### config.mk
export PLATFORM = sky130hd
export DESIGN_NAME = pbus_regif
export DESIGN_NICKNAME = d
export VERILOG_FILES = /design/src/rtl/pbus_pkg.sv /design/src/rtl/pbus_wr_assemble.sv /design/src/rtl/pbus_reg_file.sv /design/src/rtl/pbus_rd_path.sv /design/src/rtl/pbus_regif.sv
export SDC_FILE = /design/constraint.sdc
export NUM_CORES = 1
export LEC_CHECK = 0
export BUFFER_PORTS_ARGS = -buffer_cell sky130_fd_sc_hd__buf_2
export CAP_MARGIN = 20
export CORE_MARGIN = 5
export CORE_UTILIZATION = 55
export DETAILED_ROUTE_END_ITERATION = 6
export GPL_ROUTABILITY_DRIVEN = 0
export HOLD_SLACK_MARGIN = 0.15
export MAX_ROUTING_LAYER = met4
export PLACE_DENSITY = 0.85
export SLEW_MARGIN = 20
export SYNTH_ARGS = -nofsm -noshare
export SYNTH_HDL_FRONTEND = slang
export SYNTH_SLANG_ARGS = --single-unit
### constraint.sdc
create_clock -name clk -period 4.15 [get_ports clk]
set_clock_uncertainty 0.2 [all_clocks]
set_input_delay 0.2075 -clock clk [delete_from_list [all_inputs] [get_ports clk]]
set_output_delay 0.2075 -clock clk [all_outputs]
set_load 0.005 [all_outputs]
### src/rtl/pbus_pkg.sv
package pbus_pkg;
    localparam int unsigned BUS_W   = 16;
    localparam int unsigned ADDR_W  = 2;
    localparam int unsigned REG_W   = BUS_W - ADDR_W;
    localparam int unsigned BYTE_W  = BUS_W / 2;
    localparam int unsigned CONV_W  = 12;
    localparam int unsigned HBEN_BIT = BYTE_W;
    localparam int unsigned RSEL_LSB = 6;

    typedef enum logic [ADDR_W-1:0] {
        WA_NONE = 2'b00,
        WA_TEST = 2'b01,
        WA_CAL  = 2'b10,
        WA_CTRL = 2'b11
    } wr_addr_e;

    typedef enum logic [1:0] {
        RS_CONV = 2'b00,
        RS_TEST = 2'b01,
        RS_CAL  = 2'b10,
        RS_STAT = 2'b11
    } rd_sel_e;

    typedef struct packed {
        logic              hi_pending;
        logic [BYTE_W-1:0] low_byte;
    } asm_state_t;

    typedef struct packed {
        logic [REG_W-1:0] ctrl;
        logic [REG_W-1:0] test;
        logic [REG_W-1:0] cal;
    } reg_state_t;

    typedef struct packed {
        logic             oe;
        logic             hi_next;
        logic [BUS_W-1:0] data;
    } rd_state_t;
endpackage

### src/rtl/pbus_wr_assemble.sv
module pbus_wr_assemble
    import pbus_pkg::*;
(
    input  logic             clk,
    input  logic             rst_n,
    input  logic             word_mode,
    input  logic             wr_strobe,
    input  logic [BUS_W-1:0] bus_in,
    output logic             commit,
    output logic [BUS_W-1:0] word
);
    asm_state_t st_d, st_q;

    always_comb begin
        st_d   = st_q;
        commit = 1'b0;
        word   = bus_in;
        if (word_mode) begin
            st_d.hi_pending = 1'b0;
            commit          = wr_strobe;
        end else if (wr_strobe) begin
            if (!bus_in[HBEN_BIT]) begin
                st_d.low_byte   = bus_in[BYTE_W-1:0];
                st_d.hi_pending = 1'b1;
            end else if (st_q.hi_pending) begin
                commit          = 1'b1;
                word            = {bus_in[BYTE_W-1:0], st_q.low_byte};
                st_d.hi_pending = 1'b0;
            end
        end
    end

    always_ff @(posedge clk or negedge rst_n) begin
        if (!rst_n) st_q <= '0;
        else        st_q <= st_d;
    end
endmodule

### src/rtl/pbus_reg_file.sv
module pbus_reg_file
    import pbus_pkg::*;
(
    input  logic             clk,
    input  logic             rst_n,
    input  logic             commit,
    input  logic [BUS_W-1:0] word,
    output logic [REG_W-1:0] ctrl,
    output logic [REG_W-1:0] test,
    output logic [REG_W-1:0] cal
);
    reg_state_t st_d, st_q;
    wr_addr_e   addr;

    assign addr = wr_addr_e'(word[BUS_W-1 -: ADDR_W]);

    always_comb begin
        st_d = st_q;
        if (commit) begin
            unique case (addr)
                WA_TEST: st_d.test = word[REG_W-1:0];
                WA_CAL:  st_d.cal  = word[REG_W-1:0];
                WA_CTRL: st_d.ctrl = word[REG_W-1:0];
                default: st_d      = st_q;
            endcase
        end
    end

    always_ff @(posedge clk or negedge rst_n) begin
        if (!rst_n) st_q <= '0;
        else        st_q <= st_d;
    end

    assign ctrl = st_q.ctrl;
    assign test = st_q.test;
    assign cal  = st_q.cal;
endmodule

### src/rtl/pbus_rd_path.sv
module pbus_rd_path
    import pbus_pkg::*;
(
    input  logic              clk,
    input  logic              rst_n,
    input  logic              word_mode,
    input  logic              rd_en,
    input  logic [1:0]        rd_sel,
    input  logic [CONV_W-1:0] conv_data,
    input  logic [BUS_W-1:0]  status_in,
    input  logic [REG_W-1:0]  test,
    input  logic [REG_W-1:0]  cal,
    output logic [BUS_W-1:0]  bus_out,
    output logic              bus_oe
);
    localparam int unsigned CONV_PAD = BUS_W - CONV_W;
    localparam int unsigned REG_PAD  = BUS_W - REG_W;

    rd_state_t        st_d, st_q;
    logic [BUS_W-1:0] src_word;

    always_comb begin
        unique case (rd_sel_e'(rd_sel))
            RS_CONV: src_word = {{CONV_PAD{1'b0}}, conv_data};
            RS_TEST: src_word = {{REG_PAD{1'b0}}, test};
            RS_CAL:  src_word = {{REG_PAD{1'b0}}, cal};
            default: src_word = status_in;
        endcase
    end

    always_comb begin
        st_d      = st_q;
        st_d.oe   = rd_en;
        st_d.data = '0;
        if (word_mode) st_d.hi_next = 1'b0;
        if (rd_en) begin
            if (word_mode) begin
                st_d.data = src_word;
            end else begin
                st_d.data    = st_q.hi_next ? {{BYTE_W{1'b0}}, src_word[BUS_W-1:BYTE_W]}
                                            : {{BYTE_W{1'b0}}, src_word[BYTE_W-1:0]};
                st_d.hi_next = !st_q.hi_next;
            end
        end
    end

    always_ff @(posedge clk or negedge rst_n) begin
        if (!rst_n) st_q <= '0;
        else        st_q <= st_d;
    end

    assign bus_out = st_q.data;
    assign bus_oe  = st_q.oe;
endmodule

### src/rtl/pbus_regif.sv
module pbus_regif
    import pbus_pkg::*;
(
    input  logic              clk,
    input  logic              rst_n,
    input  logic              word_mode,
    input  logic              wr_strobe,
    input  logic              rd_en,
    input  logic [BUS_W-1:0]  bus_in,
    output logic [BUS_W-1:0]  bus_out,
    output logic              bus_oe,
    input  logic [CONV_W-1:0] conv_data,
    input  logic [BUS_W-1:0]  status_in,
    output logic [REG_W-1:0]  ctrl_out,
    output logic [REG_W-1:0]  test_out,
    output logic [REG_W-1:0]  cal_out
);
    logic             commit;
    logic [BUS_W-1:0] word;
    logic [1:0]       rd_sel;

    pbus_wr_assemble u_asm (
        .clk(clk), .rst_n(rst_n), .word_mode(word_mode), .wr_strobe(wr_strobe),
        .bus_in(bus_in), .commit(commit), .word(word)
    );

    pbus_reg_file u_regs (
        .clk(clk), .rst_n(rst_n), .commit(commit), .word(word),
        .ctrl(ctrl_out), .test(test_out), .cal(cal_out)
    );

    assign rd_sel = ctrl_out[RSEL_LSB +: 2];

    pbus_rd_path u_rd (
        .clk(clk), .rst_n(rst_n), .word_mode(word_mode), .rd_en(rd_en),
        .rd_sel(rd_sel), .conv_data(conv_data), .status_in(status_in),
        .test(test_out), .cal(cal_out), .bus_out(bus_out), .bus_oe(bus_oe)
    );
endmodule

==> results.md, run 1 <==
- Num CTS Buffers: 9
- Root buffer cell: clkbuf_8
- Asr flop ratio synth: 100.0%
- Setup CP Type: register to register
- Req. time, crit path: 4160 ps
- Vias: 2466
- Vias in the first global route: 2606
- Die W: 88.51 um
- Per-cell routed wire length: 18.06 um
- Synthesized net count: 299
- Top-count cell post-synth: dfrtp_1
- Final hold vios: 0
- Yosys cell types: 39
- Endpoint class of the critical path: register
- Most common flop cell mapped by yosys: dfrtp_1
- Placed Area: 3834 um^2
- RSZ-0062 raised after global routing: false
- CP Launch Type: register
- Ratio of cells with drive above 1 in the final layout: 50.53%
- Sequential area share after synthesis: 50.94%
- Synth area leader: dfrtp_1
- EDFF count, synth: 0
- Initial Utilization: 56.91%
- GRT Overall Usage: 22.81%
- Boundary Pins: 108
- # fillers: 433
- Final Cycle Share: 63.24%
- Drt via density: 5.468
- Pleak: 2.075 nW
- Htree depth: 3
- Hold Slack: 158.0 ps
- Worst hold path type: input pin to register
- Clk sinks: 69
- CP max FO: 20
- Port-buffer cells: 107
- Pin slew with the least headroom to its limit: 958.9 ps
- Antenna violations before repair: 0
- Seq cells post-synth: 69
- First-pass GRT wire length: 12.97 mm
- Arr. time, crit path: 2640 ps
- Die ar.: 7833 um^2
- Status: completed
- Final WL: 8.146 mm
- Layout Nets: 420
- Cells after synthesis: 250
- Tmin final: 2625 ps
- Die height: 88.51 um
- DR pass1 iterations: 4
- Number of setup violations in the final report: 0
- Final worst slack: 1525 ps
- CTS tree: built
- Place WS: 1738 ps
- Fmax achieved: 381.0 MHz
- Residual DRC: 0
- Worst VDD drop: 0.3270 mV
- Max-Cap Viols: 0
- Post-CTS sizing: 0
- Final instance area: 4329 um^2
- Synth top cells by count: 69 x dfrtp_1, 41 x mux2_2, 17 x nand2_1
- Area growth syn-to-layout: 27.72%
- Diode count: 0
- Clock Pin Slew Worst Setup and Hold Paths: 70 ps
- Placed Cells incl. Taps: 405
- Syn_area_per_cell: 13.56 um^2
- Area share of the largest cell type after synthesis: 50.94%
- Largest net degree at the start of global routing: 48
- PwrDens: 464.1 nW/um^2
- Clock Path Buffers: 2
- Site row count: 28
- Non-filler instance count after layout: 451
- GRT Residual Overflow: 0
- Max-slew violation count: 0
- Starting DRC count in detailed routing: 96
- Antenna viol nets, final: 0
- Clk_lat worst skew: 330 ps
- Post-DP HPWL: 5.740 mm
- Core area: 5956 um^2
- Sum Neg Setup Slack: 0 ps
- Rel. slew slack: 36.07%
- Synth warnings: 0
- Synth Cell Area: 3390 um^2
- Dominant cells by area after synthesis: dfrtp_1 51%, mux2_2 14%, mux4_2 7.3%
cells by family after synthesis:
| logic type | count (synthesis) | synth area share (%) |
|---|---|---|
| buffers and inverters | 31 | 6.017 |
| AND/OR/NAND/NOR | 50 | 8.232 |
| AO/OA/AOI/OAI | 24 | 4.873 |
| XOR/XNOR | 1 | 0.2584 |
| multiplexers | 75 | 29.68 |
| flip-flops | 69 | 50.94 |
per-stage QoR:
| step | utilization, % | total power [mW] |
|---|---|---|
| final | 72.69 | 2.009 |
| after global routing | 72.69 | 2.117 |
| after CTS | 72.65 | 2.024 |
| after detailed placement | 64.37 | 1.461 |
| after global placement | 64.37 | 1.434 |
| after floorplan | - | 1.251 |
sequential cells by signal, summed over array words and instances, names as in the netlist:
signal	cells
u_rd.bus_out	16
u_regs.test	14
u_rd.bus_oe	1
u_regs.cal	14
u_rd.st_q	1
u_regs.ctrl	14
u_asm.st_q	9
path summary, 6_finish.rpt:
kind                                 from                to  slack, ps  cells past startpoint
max                        u_regs.ctrl[6]   u_rd.bus_out[8]       1530                      3
min                         status_in[10]  u_rd.bus_out[10]        160                      3
max reg2reg                u_regs.ctrl[6]   u_rd.bus_out[8]       1530                      3
min reg2reg                u_regs.ctrl[8]    u_regs.ctrl[8]        290                      1
max in group asynchronous           rst_n   u_rd.bus_out[8]       2780                      3
min in group asynchronous           rst_n    u_regs.ctrl[0]        250                      2
worst max-delay path, cell delays in order, from the launching register on:
cell and delay (ps):
dfrtp_1 970, mux4_2 620, dlygate4sd3_1 580, nor2b_1 130
report_power, final:
part           switching, mW  internal [mW]
Combinational          0.203          0.334
Sequential             0.127          0.812
Clock                  0.240          0.292
cells in the final DEF, fill, tap and decap left out, drive strengths merged, types with 4 or more instances in the layout:
| master | count |
|---|---|
| mux4 | 11 |
| nor2 | 7 |
| a21boi | 5 |
| nand2 | 18 |
| buf | 108 |
| dlygate4sd3 | 30 |
| nor2b | 10 |
| clkbuf | 12 |
| o21ai | 4 |
| mux2 | 61 |
| a21oi | 4 |
| dfrtp | 69 |
cell type report:
class                   instances  area, um^2  area share, %
repair buffers                138       845.8          19.54
multi-input cells             150        1459          33.70
flip-flops and latches         69        1727          39.88
inverters                       3       11.26         0.2601
clock buffers                  12       145.1          3.353
well taps                      75       93.84          2.168
clock inverters                 4       47.55          1.098
what timing repair did:
action | CTS | global route
buffers inserted | 0 | 0
endpoints found under the hold margin | 106 | 0
hold buffers | 30 | 0
layer usage:
metal	part of all wire, %	vias up	GRT usage (%)
met5	0	-	-
met1	41	1246	28.47
met2	51	95	38.00
li1	-	1121	-
met4	0.68	0	8.104
met3	6.8	4	3.445
Power figures use the tool's default switching activity.
==> run 2, diff against run 1 <==
CORE_UTILIZATION = 51   (was 55)
PLACE_DENSITY = 0.8   (was 0.85)
clock period = 2.7 ns   (was 4.15 ns; I/O delays follow)
==> run 2 against run 1 <==
Sequential power increased by 50%. Clock-buffer cell count grew 3. Global-route usage down 1.6 points. Die area increased by 6.9%. Utilization down 1.2 points. Sequential share of layout area decreased by 2.3 points. Wire length fell by 0.22%. Critical path depth grew 3. Clock power rose by 52%. Total power rose by 59%.
==> results.md, run 2 (same netlist as run 1, synthesis figures left out) <==
- Status: completed
- Critical path, cell by cell: buf_4, mux4_2, dlygate4sd3_1, nand2_1, o21ai_0, and2_1
- Sum Neg Setup Slack: 0 ps (unchanged)
- GRT Overall Usage: 21.20% (-1.6 points)
- Root buffer cell: clkbuf_8
- Die ar.: 8377 um^2 (+6.9%)
- Area growth syn-to-layout: 35.55%
- Met1 Track Usage GR: 27.37% (-1.1 points)
- Vias: 2486 (+0.81%)
- Diode count: 0 (unchanged)
- DR pass1 iterations: 4 (unchanged)
- Site row count: 29 (+3.6%)
- Port-buffer cells: 107 (unchanged)
- Req. time, crit path: 2730 ps (-1430 ps)
- Met2 Use GR: 32.08% (-5.9 points)
- Clock Pin Slew Worst Setup and Hold Paths: 70 ps (about the same)
- Tmin final: 2496 ps (-128.6 ps)
- Met3 track demand over resource: 6.694% (+3.2 points)
- Max reg flops: 16 (unchanged)
- Htree depth: 3 (unchanged)
- Hold Slack: 172.1 ps (+14.07 ps)
- Residual DRC: 0 (unchanged)
- Place WS: 547.1 ps (-1191 ps)
- Starting DRC count in detailed routing: 110 (+15%)
- Final worst slack: 204.1 ps (-1321 ps)
- GRT Residual Overflow: 0 (unchanged)
- Largest net degree at the start of global routing: 70 (+46%)
- Endpoint class of the critical path: register
- Most common cell after layout, fill and taps aside: buf_2
- Rel. slew slack: 43.29% (+7.2 points)
- # fillers: 445 (+2.8%)
- Die height: 91.53 um (+3.4%)
- Worst VDD drop: 0.4860 mV (+49%)
- Arr. time, crit path: 2530 ps (-110 ps)
- Final hold vios: 0 (unchanged)
- Global route hottest layer: met2
- Antenna violations before repair: 0 (unchanged)
- PwrDens: 694.6 nW/um^2 (+50%)
- Antenna viol nets, final: 0 (unchanged)
- Multi-input logic area: 1459 um^2 (unchanged)
- Clk_lat worst skew: 340 ps (about the same)
- Max-slew violation count: 0 (unchanged)
- Core area: 6422 um^2 (+7.8%)
- Boundary Pins: 108 (unchanged)
- First-pass GRT wire length: 13.50 mm (+4.1%)
- Post-DP HPWL: 5.698 mm (-0.73%)
- Num CTS Buffers: 9 (unchanged)
- Cell family with most CP delay: buffers and inverters
- CP max FO: 11 (-45%)
- Clk sinks: 69 (unchanged)
- RSZ-0062 raised after global routing: false
- Layout Nets: 447 (+6.4%)
- Critical path's slowest cell: dlygate4sd3_1
- CP max stage delay: 570 ps (-400 ps)
- Drt via density: 5.190 (-5.1%)
- Ratio of cells with drive above 1 in the final layout: 48.51% (-2.0 points)
- Most frequent cells in the layout: 107 x buf_2, 68 x dfrtp_1, 53 x dlygate4sd3_1, 41 x mux2_2, 17 x nand2_1
- CP Launch Type: register
- Vias in the first global route: 2663 (+2.2%)
- Worst hold path type: input pin to register
- Setup CP Type: register to register
- Final Cycle Share: 92.44% (+29 points)
- Max-Cap Viols: 0 (unchanged)
- Post-CTS setup repair buffer count: 0 (unchanged)
- Final WL: 8.128 mm (-0.22%)
- Initial Utilization: 52.78% (-4.1 points)
- CTS tree: built
- Clock Path Buffers: 2 (unchanged)
- Die W: 91.53 um (+3.4%)
- Pin slew with the least headroom to its limit: 850.6 ps (-108.3 ps)
- Pleak: 2.201 nW (+6.1%)
- Worst path bufs/invs: 2 (+1)
- Number of setup violations in the final report: 0 (unchanged)
- Reg area: 1728 um^2 (about the same)
- Per-cell routed wire length: 16.97 um (-6.1%)
- Fmax achieved: 400.7 MHz (+5.2%)
- Final Total Pwr: 3.191 mW (+59%)
[run 2: per-layer routing]
layer  part of all wire (%)  vias up
met2                     49       87
met1                     43     1209
li1                       -     1177
met5                      0        -
met3                    7.0       13
met4                    1.5        0
[run 2: power breakdown]
group          switching [mW]  total, mW  internal (mW)
registers               0.163       1.41           1.25
clock network           0.355      0.810          0.455
logic                   0.356      0.968          0.612
[run 2: worst paths after layout]
path	startpoint	endpoint	slack, ps	cells past startpoint
min in group asynchronous	rst_n	u_rd.bus_out[4]	310	3
worst min register to register	u_regs.ctrl[8]	u_regs.ctrl[8]	290	1
worst min-delay path	conv_data[10]	u_rd.bus_out[2]	170	4
worst max register to register	u_regs.ctrl[6]	u_rd.bus_out[5]	200	6
max in group asynchronous	rst_n	u_regs.ctrl[6]	1370	3
worst max-delay path	u_regs.ctrl[6]	u_rd.bus_out[5]	200	6
[run 2: what timing repair did]
action | 4_1_cts | 5_1_grt
gates resized for setup | 0 | 1
endpoints found under the hold margin | 138 | 0
endpoints found under the setup margin | 0 | 2
hold buffers | 53 | 0
[run 2: final cells by class]
class,count,area share (%)
clock buffers,15,4.276
well taps,77,2.097
inverters,3,0.2451
multi-input cells,150,31.75
repair buffers,165,24.02
flip-flops and latches,69,37.61
[run 2: through the flow]
stage | util [%] | instances | cell area [um^2]
floorplan | - | 250 | 3390
global placement | 60.20 | 411 | 3866
finish | 71.54 | 479 | 4594
detailed placement | 60.20 | 411 | 3866
CTS | 71.52 | 479 | 4593
global route | 71.54 | 479 | 4594
[run 2: worst reg2reg max path: stages, from the launching register on]
cell and delay [ps]:
dfrtp_2 520, buf_4 270, mux4_2 520, dlygate4sd3_1 570
nand2_1 70, o21ai_0 70, and2_1 170
==> run 3, diff against run 2 <==
REMOVE_ABC_BUFFERS = 1   (was not set)
==> run 3 against run 2 <==
Design area decreased by 0.49%. Final cell count decreased by 0.21%. Setup slack got worse by 18 ps. Via count increased by 4.1%. Critical path depth decreased by 2. First-iteration DRC count increased by 5.5%. Worst hold slack got worse by 15 ps. Register-to-register slack got worse by 20 ps. Utilization decreased by 0.35 points. Fmax decreased by 0.71%. Sequential cell count unchanged.
==> results.md, run 3 (same netlist as run 1, synthesis figures left out) <==
- CTS tree: built
- Clk sinks: 69 (unchanged)
- Pleak: 2.185 nW (-0.73%)
- Initial Utilization: 52.78% (unchanged)
- Largest net degree at the start of global routing: 70 (unchanged)
- Core area: 6422 um^2 (unchanged)
- CP Launch Type: register
- Residual DRC: 0 (unchanged)
- GRT Overall Usage: 23.06% (+1.9 points)
- Per-cell routed wire length: 18.79 um (+11%)
- Sum Neg Setup Slack: 0 ps (unchanged)
- Worst VDD drop: 0.4825 mV (-0.71%)
- Pin slew with the least headroom to its limit: 852.2 ps (+1.582 ps)
- Number of setup violations in the final report: 0 (unchanged)
- DR pass1 iterations: 4 (unchanged)
- Tmin final: 2514 ps (+17.92 ps)
- Num CTS Buffers: 9 (unchanged)
- Drt via density: 5.414 (+4.3%)
- Clock Path Buffers: 2 (unchanged)
- Most common cell after layout, fill and taps aside: buf_2
- Final worst slack: 186.1 ps (-17.92 ps)
- Post-CTS setup repair buffer count: 0 (unchanged)
- Placed Cells incl. Taps: 413 (+0.49%)
- Setup CP Type: register to register
- Antenna violations before repair: 0 (unchanged)
- Die height: 91.53 um (unchanged)
- Final Total Pwr: 3.226 mW (+1.1%)
- Hold Slack: 156.9 ps (-15.16 ps)
- RSZ-0062 raised after global routing: false
- Clock Pin Slew Worst Setup and Hold Paths: 80 ps (about the same)
- Rel. slew slack: 43.19% (-0.11 points)
- Port-buffer cells: 107 (unchanged)
- # fillers: 444 (-0.22%)
- Ratio of cells with drive above 1 in the final layout: 49.38% (+0.87 points)
- Max-slew violation count: 0 (unchanged)
- Diode count: 0 (unchanged)
- Placed Area: 3881 um^2 (+0.39%)
- Worst hold path type: input pin to register
- Vias: 2588 (+4.1%)
- Starting DRC count in detailed routing: 116 (+5.5%)
- CP max stage delay: 650 ps (+80 ps)
- Die ar.: 8377 um^2 (unchanged)
- Status: completed
- CTS Hold Bufs: 49 (-7.5%)
- CP max FO: 12 (+1)
- Most frequent cells in the layout: 107 x buf_2, 69 x dfrtp_1, 49 x dlygate4sd3_1, 41 x mux2_2, 17 x nand2_1
- Final instance area: 4572 um^2 (-0.49%)
- Area growth syn-to-layout: 34.88%
- Critical path's slowest cell: dfrtp_1
- Endpoint class of the critical path: register
- First-pass GRT wire length: 14.43 mm (+6.9%)
- Clk_lat worst skew: 340 ps (about the same)
- Non-filler instance count after layout: 478 (-0.21%)
- Boundary Pins: 108 (unchanged)
- PwrDens: 705.5 nW/um^2 (+1.6%)
- Root buffer cell: clkbuf_8
- GRT Residual Overflow: 0 (unchanged)
- Arr. time, crit path: 2530 ps (about the same)
- Max reg flops: 16 (unchanged)
- Die W: 91.53 um (unchanged)
- Final WL: 8.980 mm (+10%)
- Critical path, cell by cell: buf_4, mux4_2, dlygate4sd3_1, nor2b_1
- Post-DP HPWL: 6.077 mm (+6.6%)
- Max-Cap Viols: 0 (unchanged)
- Place WS: 736.8 ps (+189.7 ps)
- Antenna viol nets, final: 0 (unchanged)
- Fmax achieved: 397.8 MHz (-0.71%)
- Site row count: 29 (unchanged)
- Final hold vios: 0 (unchanged)
- Final Cycle Share: 93.11% (+0.66 points)
- Htree depth: 3 (unchanged)
- Post-CTS sizing: 0 (unchanged)
- Layout Utilization: 71.19% (-0.35 points)
- Req. time, crit path: 2720 ps (about the same)
- Layout Nets: 445 (-0.45%)
- Vias in the first global route: 2896 (+8.7%)
-- run 3: cell types whose count changed in the layout (fill, tap and decap cells not counted), sizes merged --
| cell | delta |
|---|---|
| bufinv | +1 |
| buf | +2 |
| clkinvlp | +3 |
| clkinv | +2 |
| dlygate4sd3 | -4 |
| clkbuf | -5 |
-- run 3: per-layer routing --
layer	wire, um	part of all wire, %	track usage (%)	up-vias
li1	-	-	-	1178
met1	3624	40	27.35	1293
met2	4635	52	38.04	93
met3	433	4.8	4.132	24
met4	286	3.2	10.93	0
met5	0	0	-	-
-- run 3: worst paths after layout --
kind                                 from                to  slack [ps]  cells after the start
min in group asynchronous           rst_n    u_regs.test[4]         310                      3
hold reg to reg            u_regs.ctrl[8]    u_regs.ctrl[8]         290                      1
max in group asynchronous           rst_n    u_regs.test[2]        1430                      3
setup / recovery           u_regs.ctrl[6]  u_rd.bus_out[11]         190                      4
setup reg to reg           u_regs.ctrl[6]  u_rd.bus_out[11]         190                      4
hold / removal               status_in[7]   u_rd.bus_out[7]         160                      5
-- run 3: critical path, delay by kind of cell, from the launching register on --
family / cells / cell delay (ps)
mux: 1 / 530
buf+inv: 2 / 880
flops: 1 / 650
simple gates: 1 / 130
-- run 3: power by group --
group / switching (mW) / internal [mW] / total (mW)
sequential: 0.161 / 1.25 / 1.41
combinational: 0.360 / 0.597 / 0.958
clock: 0.409 / 0.448 / 0.858
total: 0.931 / 2.29 / 3.23
-- run 3: cell type report --
type / count / area, um^2 / share of cell area [%]
flip-flops and latches: 69 / 1727 / 37.77
multi-input cells: 150 / 1459 / 31.91
repair buffers: 163 / 1079 / 23.59
clock buffers: 10 / 137.6 / 3.010
well taps: 77 / 96.34 / 2.107
clock inverters: 6 / 62.56 / 1.368
inverters: 3 / 11.26 / 0.2463
